==> src/rtl/cdma_pkg.sv <==
package cdma_pkg;
  localparam int OFF_W  = 16;
  localparam int ERR_W  = 5;

  localparam logic [2:0] RA_CUR    = 3'd0;
  localparam logic [2:0] RA_STOP   = 3'd1;
  localparam logic [2:0] RA_BASE   = 3'd2;
  localparam logic [2:0] RA_BUFLEN = 3'd3;
  localparam logic [2:0] RA_STAT   = 3'd4;
  localparam logic [2:0] RA_IEN    = 3'd5;
  localparam logic [2:0] RA_CMD    = 3'd6;
  localparam logic [2:0] RA_FCNT   = 3'd7;

  localparam int FLAG_EOM = 0;
  localparam int FLAG_EOT = 1;
  localparam int FLAG_BOF = 2;
  localparam int FLAG_COF = 3;
  localparam int NFLAG    = 4;
  localparam int STAT_QUAL = 4;
  localparam int STAT_RUN  = 7;
  localparam int CMD_ABORT  = 0;
  localparam int CMD_CLRCNT = 1;

  localparam int DESC_LEN_OFS = 4;
  localparam logic [1:0] LAST_DESC_READ  = 2'd3;
  localparam logic [1:0] LAST_DESC_WRITE = 2'd2;

  typedef enum logic [2:0] {
    ST_IDLE,
    ST_DESC,
    ST_GET,
    ST_PUT,
    ST_BACK
  } eng_state_t;
endpackage

==> src/rtl/cdma_regs.sv <==
module cdma_regs
  import cdma_pkg::*;
#(
  parameter int BASE_W = 8,
  parameter int FCNT_W = 4
) (
  input  logic              clk,
  input  logic              rst_n,
  input  logic              reg_wr,
  input  logic [2:0]        reg_addr,
  input  logic [OFF_W-1:0]  reg_wdata,
  output logic [OFF_W-1:0]  reg_rdata,
  input  logic              cur_load,
  input  logic [OFF_W-1:0]  cur_next,
  input  logic              ev_eom,
  input  logic              ev_eot,
  input  logic              ev_bof,
  output logic              run,
  output logic              abort,
  output logic [OFF_W-1:0]  cur,
  output logic [OFF_W-1:0]  stop,
  output logic [BASE_W-1:0] base,
  output logic [OFF_W-1:0]  buflen,
  output logic [NFLAG-1:0]  flags,
  output logic [FCNT_W-1:0] fcnt,
  output logic              irq
);
  logic [OFF_W-1:0]  cur_q, cur_d, stop_q, buflen_q;
  logic [BASE_W-1:0] base_q;
  logic [NFLAG-1:0]  flags_q, flags_d, ien_q;
  logic [FCNT_W-1:0] fcnt_q, fcnt_d;
  logic              run_q, run_d;
  logic wr_cur, wr_stop, wr_base, wr_buflen, wr_stat, wr_ien, clrcnt, cof_ev;
  logic cur_en, fcnt_en;

  always_comb begin
    wr_cur    = reg_wr && (reg_addr == RA_CUR);
    wr_stop   = reg_wr && (reg_addr == RA_STOP);
    wr_base   = reg_wr && (reg_addr == RA_BASE);
    wr_buflen = reg_wr && (reg_addr == RA_BUFLEN);
    wr_stat   = reg_wr && (reg_addr == RA_STAT);
    wr_ien    = reg_wr && (reg_addr == RA_IEN);
    abort     = reg_wr && (reg_addr == RA_CMD) && reg_wdata[CMD_ABORT];
    clrcnt    = reg_wr && (reg_addr == RA_CMD) && reg_wdata[CMD_CLRCNT];

    cur_en = wr_cur || cur_load;
    cur_d  = cur_load ? cur_next : reg_wdata;

    cof_ev  = ev_eom && !clrcnt && (fcnt_q == {FCNT_W{1'b1}});
    fcnt_en = clrcnt || ev_eom;
    fcnt_d  = clrcnt ? '0 : fcnt_q + 1'b1;

    flags_d = flags_q;
    if (abort) begin
      flags_d = '0;
    end else begin
      if (wr_stat && reg_wdata[STAT_QUAL])
        flags_d = flags_q & ~reg_wdata[NFLAG-1:0];
      flags_d[FLAG_EOM] = flags_d[FLAG_EOM] | ev_eom;
      flags_d[FLAG_EOT] = flags_d[FLAG_EOT] | ev_eot;
      flags_d[FLAG_BOF] = flags_d[FLAG_BOF] | ev_bof;
      flags_d[FLAG_COF] = flags_d[FLAG_COF] | cof_ev;
    end

    run_d = run_q;
    if (abort || ev_bof)
      run_d = 1'b0;
    else if (wr_stat && !reg_wdata[STAT_QUAL])
      run_d = reg_wdata[STAT_RUN];
  end

  always_ff @(posedge clk or negedge rst_n) begin
    if (!rst_n) begin
      cur_q    <= '0;
      stop_q   <= '0;
      base_q   <= '0;
      buflen_q <= '0;
      flags_q  <= '0;
      ien_q    <= '0;
      fcnt_q   <= '0;
      run_q    <= 1'b0;
    end else begin
      if (cur_en)    cur_q    <= cur_d;
      if (wr_stop)   stop_q   <= reg_wdata;
      if (wr_base)   base_q   <= reg_wdata[BASE_W-1:0];
      if (wr_buflen) buflen_q <= reg_wdata;
      if (wr_ien)    ien_q    <= reg_wdata[NFLAG-1:0];
      if (fcnt_en)   fcnt_q   <= fcnt_d;
      flags_q <= flags_d;
      run_q   <= run_d;
    end
  end

  always_comb begin
    reg_rdata = '0;
    case (reg_addr)
      RA_CUR:    reg_rdata = cur_q;
      RA_STOP:   reg_rdata = stop_q;
      RA_BASE:   reg_rdata = {{(OFF_W-BASE_W){1'b0}}, base_q};
      RA_BUFLEN: reg_rdata = buflen_q;
      RA_STAT: begin
        reg_rdata[NFLAG-1:0] = flags_q;
        reg_rdata[STAT_RUN]  = run_q;
      end
      RA_IEN:    reg_rdata[NFLAG-1:0] = ien_q;
      RA_FCNT:   reg_rdata = {{(OFF_W-FCNT_W){1'b0}}, fcnt_q};
      default:   reg_rdata = '0;
    endcase
  end

  assign run    = run_q;
  assign cur    = cur_q;
  assign stop   = stop_q;
  assign base   = base_q;
  assign buflen = buflen_q;
  assign flags  = flags_q;
  assign fcnt   = fcnt_q;
  assign irq    = |(flags_q & ien_q);
endmodule

==> src/rtl/cdma_engine.sv <==
module cdma_engine
  import cdma_pkg::*;
#(
  parameter int BASE_W = 8,
  localparam int AW = BASE_W + OFF_W
) (
  input  logic              clk,
  input  logic              rst_n,
  input  logic              run,
  input  logic              abort,
  input  logic [OFF_W-1:0]  cur,
  input  logic [OFF_W-1:0]  stop,
  input  logic [BASE_W-1:0] base,
  input  logic [OFF_W-1:0]  buflen,
  output logic              mem_req,
  output logic              mem_we,
  output logic [AW-1:0]     mem_addr,
  output logic [7:0]        mem_wdata,
  input  logic [7:0]        mem_rdata,
  input  logic              mem_ready,
  input  logic              rx_valid,
  output logic              rx_ready,
  input  logic [7:0]        rx_data,
  input  logic              rx_last,
  input  logic [ERR_W-1:0]  rx_err,
  output logic              cur_load,
  output logic [OFF_W-1:0]  cur_next,
  output logic              ev_eom,
  output logic              ev_eot,
  output logic              ev_bof
);
  eng_state_t       state_q, state_d;
  logic [1:0]       step_q, step_d;
  logic [OFF_W-1:0] chain_q, chain_d, bufp_q, bufp_d, cnt_q, cnt_d, cnt_inc, off;
  logic [7:0]       byte_q, byte_d;
  logic             last_q, last_d;
  logic [ERR_W-1:0] err_q, err_d;
  logic [7:0]       stat_byte;

  // memory and stream side, decoded from the present state
  always_comb begin
    mem_req   = 1'b0;
    mem_we    = 1'b0;
    off       = '0;
    mem_wdata = '0;
    rx_ready  = 1'b0;
    stat_byte = {last_q, {(7-ERR_W){1'b0}}, err_q};
    case (state_q)
      ST_DESC: begin
        mem_req = 1'b1;
        off     = cur + OFF_W'(step_q);
      end
      ST_GET: rx_ready = 1'b1;
      ST_PUT: begin
        mem_req   = 1'b1;
        mem_we    = 1'b1;
        off       = bufp_q + cnt_q;
        mem_wdata = byte_q;
      end
      ST_BACK: begin
        mem_req = 1'b1;
        mem_we  = 1'b1;
        off     = cur + OFF_W'(DESC_LEN_OFS) + OFF_W'(step_q);
        case (step_q)
          2'd0:    mem_wdata = cnt_q[7:0];
          2'd1:    mem_wdata = cnt_q[15:8];
          default: mem_wdata = stat_byte;
        endcase
      end
      default: ;
    endcase
    mem_addr = {base, off};
  end

  // next state
  always_comb begin
    state_d  = state_q;
    step_d   = step_q;
    chain_d  = chain_q;
    bufp_d   = bufp_q;
    cnt_d    = cnt_q;
    byte_d   = byte_q;
    last_d   = last_q;
    err_d    = err_q;
    cnt_inc  = cnt_q + 1'b1;
    cur_load = 1'b0;
    cur_next = chain_q;
    ev_eom   = 1'b0;
    ev_eot   = 1'b0;
    ev_bof   = 1'b0;
    if (abort) begin
      state_d = ST_IDLE;
      step_d  = '0;
    end else begin
      case (state_q)
        ST_IDLE: begin
          if (run) begin
            if (cur == stop) begin
              ev_bof = 1'b1;
              ev_eot = 1'b1;
            end else begin
              state_d = ST_DESC;
              step_d  = '0;
            end
          end
        end
        ST_DESC: begin
          if (mem_ready) begin
            case (step_q)
              2'd0:    chain_d[7:0]  = mem_rdata;
              2'd1:    chain_d[15:8] = mem_rdata;
              2'd2:    bufp_d[7:0]   = mem_rdata;
              default: bufp_d[15:8]  = mem_rdata;
            endcase
            step_d = step_q + 1'b1;
            if (step_q == LAST_DESC_READ) begin
              state_d = ST_GET;
              cnt_d   = '0;
            end
          end
        end
        ST_GET: begin
          if (rx_valid) begin
            byte_d  = rx_data;
            last_d  = rx_last;
            err_d   = rx_last ? rx_err : '0;
            state_d = ST_PUT;
          end
        end
        ST_PUT: begin
          if (mem_ready) begin
            cnt_d = cnt_inc;
            if (last_q || (cnt_inc == buflen)) begin
              state_d = ST_BACK;
              step_d  = '0;
            end else begin
              state_d = ST_GET;
            end
          end
        end
        ST_BACK: begin
          if (mem_ready) begin
            if (step_q == LAST_DESC_WRITE) begin
              cur_load = 1'b1;
              ev_eom   = last_q;
              state_d  = ST_IDLE;
              step_d   = '0;
            end else begin
              step_d = step_q + 1'b1;
            end
          end
        end
        default: state_d = ST_IDLE;
      endcase
    end
  end

  always_ff @(posedge clk or negedge rst_n) begin
    if (!rst_n) begin
      state_q <= ST_IDLE;
      step_q  <= '0;
      chain_q <= '0;
      bufp_q  <= '0;
      cnt_q   <= '0;
      byte_q  <= '0;
      last_q  <= 1'b0;
      err_q   <= '0;
    end else begin
      state_q <= state_d;
      step_q  <= step_d;
      chain_q <= chain_d;
      bufp_q  <= bufp_d;
      cnt_q   <= cnt_d;
      byte_q  <= byte_d;
      last_q  <= last_d;
      err_q   <= err_d;
    end
  end
endmodule

==> src/rtl/cdma_rx_channel.sv <==
module cdma_rx_channel
  import cdma_pkg::*;
#(
  parameter int BASE_W = 8,
  parameter int FCNT_W = 4
) (
  input  logic                    clk,
  input  logic                    rst_n,
  input  logic                    reg_wr,
  input  logic [2:0]              reg_addr,
  input  logic [15:0]             reg_wdata,
  output logic [15:0]             reg_rdata,
  output logic                    mem_req,
  output logic                    mem_we,
  output logic [BASE_W+15:0]      mem_addr,
  output logic [7:0]              mem_wdata,
  input  logic [7:0]              mem_rdata,
  input  logic                    mem_ready,
  input  logic                    rx_valid,
  output logic                    rx_ready,
  input  logic [7:0]              rx_data,
  input  logic                    rx_last,
  input  logic [4:0]              rx_err,
  output logic                    irq
);
  logic              rst_meta, rst_sync_n;
  logic              run, abort, cur_load, ev_eom, ev_eot, ev_bof;
  logic [OFF_W-1:0]  cur, stop, buflen, cur_next;
  logic [BASE_W-1:0] base;
  logic [NFLAG-1:0]  flags;
  logic [FCNT_W-1:0] fcnt;

  // reset asserts at once and is released on a clock edge
  always_ff @(posedge clk or negedge rst_n) begin
    if (!rst_n) begin
      rst_meta   <= 1'b0;
      rst_sync_n <= 1'b0;
    end else begin
      rst_meta   <= 1'b1;
      rst_sync_n <= rst_meta;
    end
  end

  cdma_regs #(.BASE_W(BASE_W), .FCNT_W(FCNT_W)) u_regs (
    .clk(clk), .rst_n(rst_sync_n),
    .reg_wr(reg_wr), .reg_addr(reg_addr), .reg_wdata(reg_wdata), .reg_rdata(reg_rdata),
    .cur_load(cur_load), .cur_next(cur_next),
    .ev_eom(ev_eom), .ev_eot(ev_eot), .ev_bof(ev_bof),
    .run(run), .abort(abort), .cur(cur), .stop(stop), .base(base), .buflen(buflen),
    .flags(flags), .fcnt(fcnt), .irq(irq)
  );

  cdma_engine #(.BASE_W(BASE_W)) u_eng (
    .clk(clk), .rst_n(rst_sync_n),
    .run(run), .abort(abort), .cur(cur), .stop(stop), .base(base), .buflen(buflen),
    .mem_req(mem_req), .mem_we(mem_we), .mem_addr(mem_addr), .mem_wdata(mem_wdata),
    .mem_rdata(mem_rdata), .mem_ready(mem_ready),
    .rx_valid(rx_valid), .rx_ready(rx_ready), .rx_data(rx_data), .rx_last(rx_last),
    .rx_err(rx_err),
    .cur_load(cur_load), .cur_next(cur_next),
    .ev_eom(ev_eom), .ev_eot(ev_eot), .ev_bof(ev_bof)
  );
endmodule

==> config.mk <==
export PLATFORM = sky130hd
export DESIGN_NAME = cdma_rx_channel
export DESIGN_NICKNAME = d
export VERILOG_FILES = /design/src/rtl/cdma_pkg.sv /design/src/rtl/cdma_regs.sv /design/src/rtl/cdma_engine.sv /design/src/rtl/cdma_rx_channel.sv
export SDC_FILE = /design/constraint.sdc
export NUM_CORES = 1
export LEC_CHECK = 0
export BUFFER_PORTS_ARGS = -buffer_cell sky130_fd_sc_hd__buf_2
export CAP_MARGIN = 20
export CORE_AREA = 4 4 122 147
export CTS_CLUSTER_SIZE = 16
export DETAILED_ROUTE_END_ITERATION = 12
export DIE_AREA = 0 0 126 151
export HOLD_SLACK_MARGIN = 0.12
export PLACE_DENSITY = 0.74
export RECOVER_POWER = 25
export SYNTH_ARGS = -nofsm -noshare
export SYNTH_HDL_FRONTEND = slang
export SYNTH_SLANG_ARGS = --single-unit
==> constraint.sdc <==
create_clock -name clk -period 9.6 [get_ports clk]
set_input_delay 0.96 -clock clk [delete_from_list [all_inputs] [get_ports clk]]
set_output_delay 0.96 -clock clk [all_outputs]
set_load 0.02 [all_outputs]
==> impl_metrics.toml <==
[clock_network]
hold_buffers = 0
path_clk_slew_ps = 60
clock-sinks = 138
post-cts-setup-buffer-count = 0
cts-htree-levels = 4
cts-root-buf = "clkbuf_16"
cts_tree = "built"
numCtsBuffers = 17
clock_latency_ps = 430
cts_buffer_depth = 2
ctsResizeCount = 0

[timing]
holdWs_ps = 312
period_needed_ps = 4510
finalCritPeriodShare_pct = 47.0
fin_skew_ps = 9.20
worstMarginPinSlew_ps = 3880
slew-limit-headroom_pct = -159
setup_violations = 0
drv_slew = 69
fmax_mhz = 222
finalWorstSetupSlack_ps = 5090
setup-tns-final_ps = 0
rsz0062_at_grt = "false"
hold_viol_final = 0

[run_status]
status = "complete, but fails checks"
failed_checks = "capacitance limit, slew limit"

[floorplanning]
num_rows = 52
start_util_pct = 52.5
num_io_pins = 98
dieHeight_microns = 151
die_x_microns = 126
dieArea_sq_mm = 0.0190
design.core.area_sq_mm = 0.0167

[critical_path]
cp-start-kind = "flop"
path_max_fanout = 68
crit_chain = "clkbuf_1, buf_4"
endpoint_kind = "async pin"
critPathBufInv = 2
cp.required_ps = 10110
critPathMaxStageDelay_ps = 2780
crit_arrival_ps = 5020
crit_slowest_cell = "clkbuf_1"
path_delay_family = "buffers and inverters"
critical_path_class = "flop to async pin"

[global_routing]
overflow = 0
antenna_found_initial = 0
grt_start_max_net_pins = 69
grt_usage_pct = 27.3
grt_pass1_wl_microns = 40500
grt_pass1_vias = 7287

[layout]
final_common_cell = "dfrtp_1"
area_delta_synth_final_pct = 14.1
drive_above_1_share_pct = 25.4
nets = 1040
final_cell_mix = "dfrtp_1, buf_2, mux2_2"
fill_cells = 1493
diodes = 0
final_core_util_pct = 60.0
stdcell_count = 1195

[min_path]
hold_path_class = "input port to async pin"

[synth]
synth_largest_area_cell = "dfrtp_1"
synth-xor-area-share_pct = 5.30
synth_top_area_share_pct = 39.5
synthAdderAreaFrac_pct = 4.53
synth.distinct_cells = 67
synth-main-ff-cell = "dfrtp_1"
synthMuxAreaShare_pct = 16.6
synthTopCellsByArea = "dfrtp_1, mux2_2, o21ai_0"
async_reset_ff_share_pct = 100
synthCells = 900
synth_top_family_by_area = "multiplexers"
syn_avg_cell_area_sq_um = 9.72
synth-simple-area-share_pct = 14.8
synth_area_sq_mm = 0.00875
ys_warn_count = 0
synth_compound_area_share_pct = 16.0
synth_edf_count = 0
seq_area_frac_synth_pct = 39.5
syn-num-nets = 974
ys_seq_elements = 138

[route]
via_count = 7543
drt_pass1_iterations = 6
drc = 0
vias_per_cell = 6.31
ant_nets = 0
drtIter0Drc = 580
wl_per_cell_microns = 21.7
drt_wl_total_microns = 25900

[placed_design]
place_ws_ps = 5770
finalWeightedCongestion = 0.981
post-dp-hpwl_microns = 18800
dp.cells = 1162
portBuffers = 97

[power_and_ir_drop]
p_leak_nw = 4.42
peakVddDrop_uv = 177
power_density_mw_per_mm2 = 249

[run]
drv_cap = 1
## cell usage after synthesis, types with 14 or more instances
cell      number
dfrtp_1      138
mux2_2        94
nand2_1       92
o21ai_0       77
nor2_1        48
a21oi_1       44
clkbuf_1      38
xnor2_1       34
ha_1          26
mux2i_1       26
nand3_1       21
a22oi_1       20
xor2_1        19
nor3_1        14
## state kept, by name, indices dropped and copies added (netlist names)
| signal | cells |
|---|---|
| u_regs.ien_q | 4 |
| rst_sync_n | 1 |
| u_regs.flags | 4 |
| u_regs.base | 8 |
| u_eng.byte_q | 8 |
| u_eng.cnt_q | 16 |
| u_regs.stop | 16 |
| u_eng.state_q | 3 |
| u_regs.fcnt | 4 |
| u_eng.err_q | 5 |
| u_regs.run | 1 |
| u_eng.last_q | 1 |
| u_eng.step_q | 2 |
| rst_meta | 1 |
| u_eng.cur_next | 16 |
| u_regs.buflen | 16 |
| u_eng.bufp_q | 16 |
| u_regs.cur | 16 |
## per-layer routing
metal | part of all wire, % | GRT usage (%) | up-vias
met5 | 0 | 0 | -
met4 | 3.3 | 10.5 | 0
met3 | 5.8 | 4.27 | 54
met2 | 49 | 45.7 | 321
met1 | 42 | 36.0 | 3738
li1 | - | - | 3430
## worst paths after layout
check                            to  cells past startpoint  slack, ps            from
setup / recovery    u_eng.cnt_q[13]                      2       5090      rst_sync_n
hold / removal           rst_sync_n                      1        310           rst_n
setup reg to reg    u_eng.cnt_q[13]                      2       5090      rst_sync_n
hold reg to reg   u_eng.cur_next[5]                      0        340      rst_sync_n
max in group clk       mem_addr[12]                     11       5290  u_eng.cnt_q[0]
min in group clk         rst_sync_n                      0        350        rst_meta
## metrics by stage
| stage | cell area, sq um | power (mW) |
|---|---|---|
| 6_report | 9990 | 2.49 |
| 2_1_floorplan | 8750 | 1.47 |
| 3_5_place_dp | 9320 | 1.74 |
| 3_3_place_gp | 9320 | 1.71 |
| 5_1_grt | 9990 | 2.61 |
| 4_1_cts | 9990 | 2.48 |
## cell type report
type / count / area, sq um / area share (%)
sequential: 138 / 3450 / 34.6
multi-input combinational: 693 / 5020 / 50.3
clock inverter: 13 / 214 / 2.14
clock buffer: 19 / 453 / 4.54
timing repair buffer: 104 / 531 / 5.31
tap: 216 / 270 / 2.71
inverter: 12 / 45.0 / 0.451
## kinds of logic after synthesis
logic type      count (synthesis)
flops                         138
buf+inv                        69
compound gates                224
mux                           126
other cells                     1
simple gates                  258
fa+ha+maj                      31
xor+xnor                       53
## power by group
| part | leakage [nW] | internal, mW | total, mW | switching (mW) |
|---|---|---|---|---|
| clock network | 0.326 | 0.478 | 0.745 | 0.267 |
| logic | 2.35 | 0.352 | 0.830 | 0.478 |
| registers | 1.75 | 0.725 | 0.911 | 0.186 |
(Power assumes the default switching activity.)
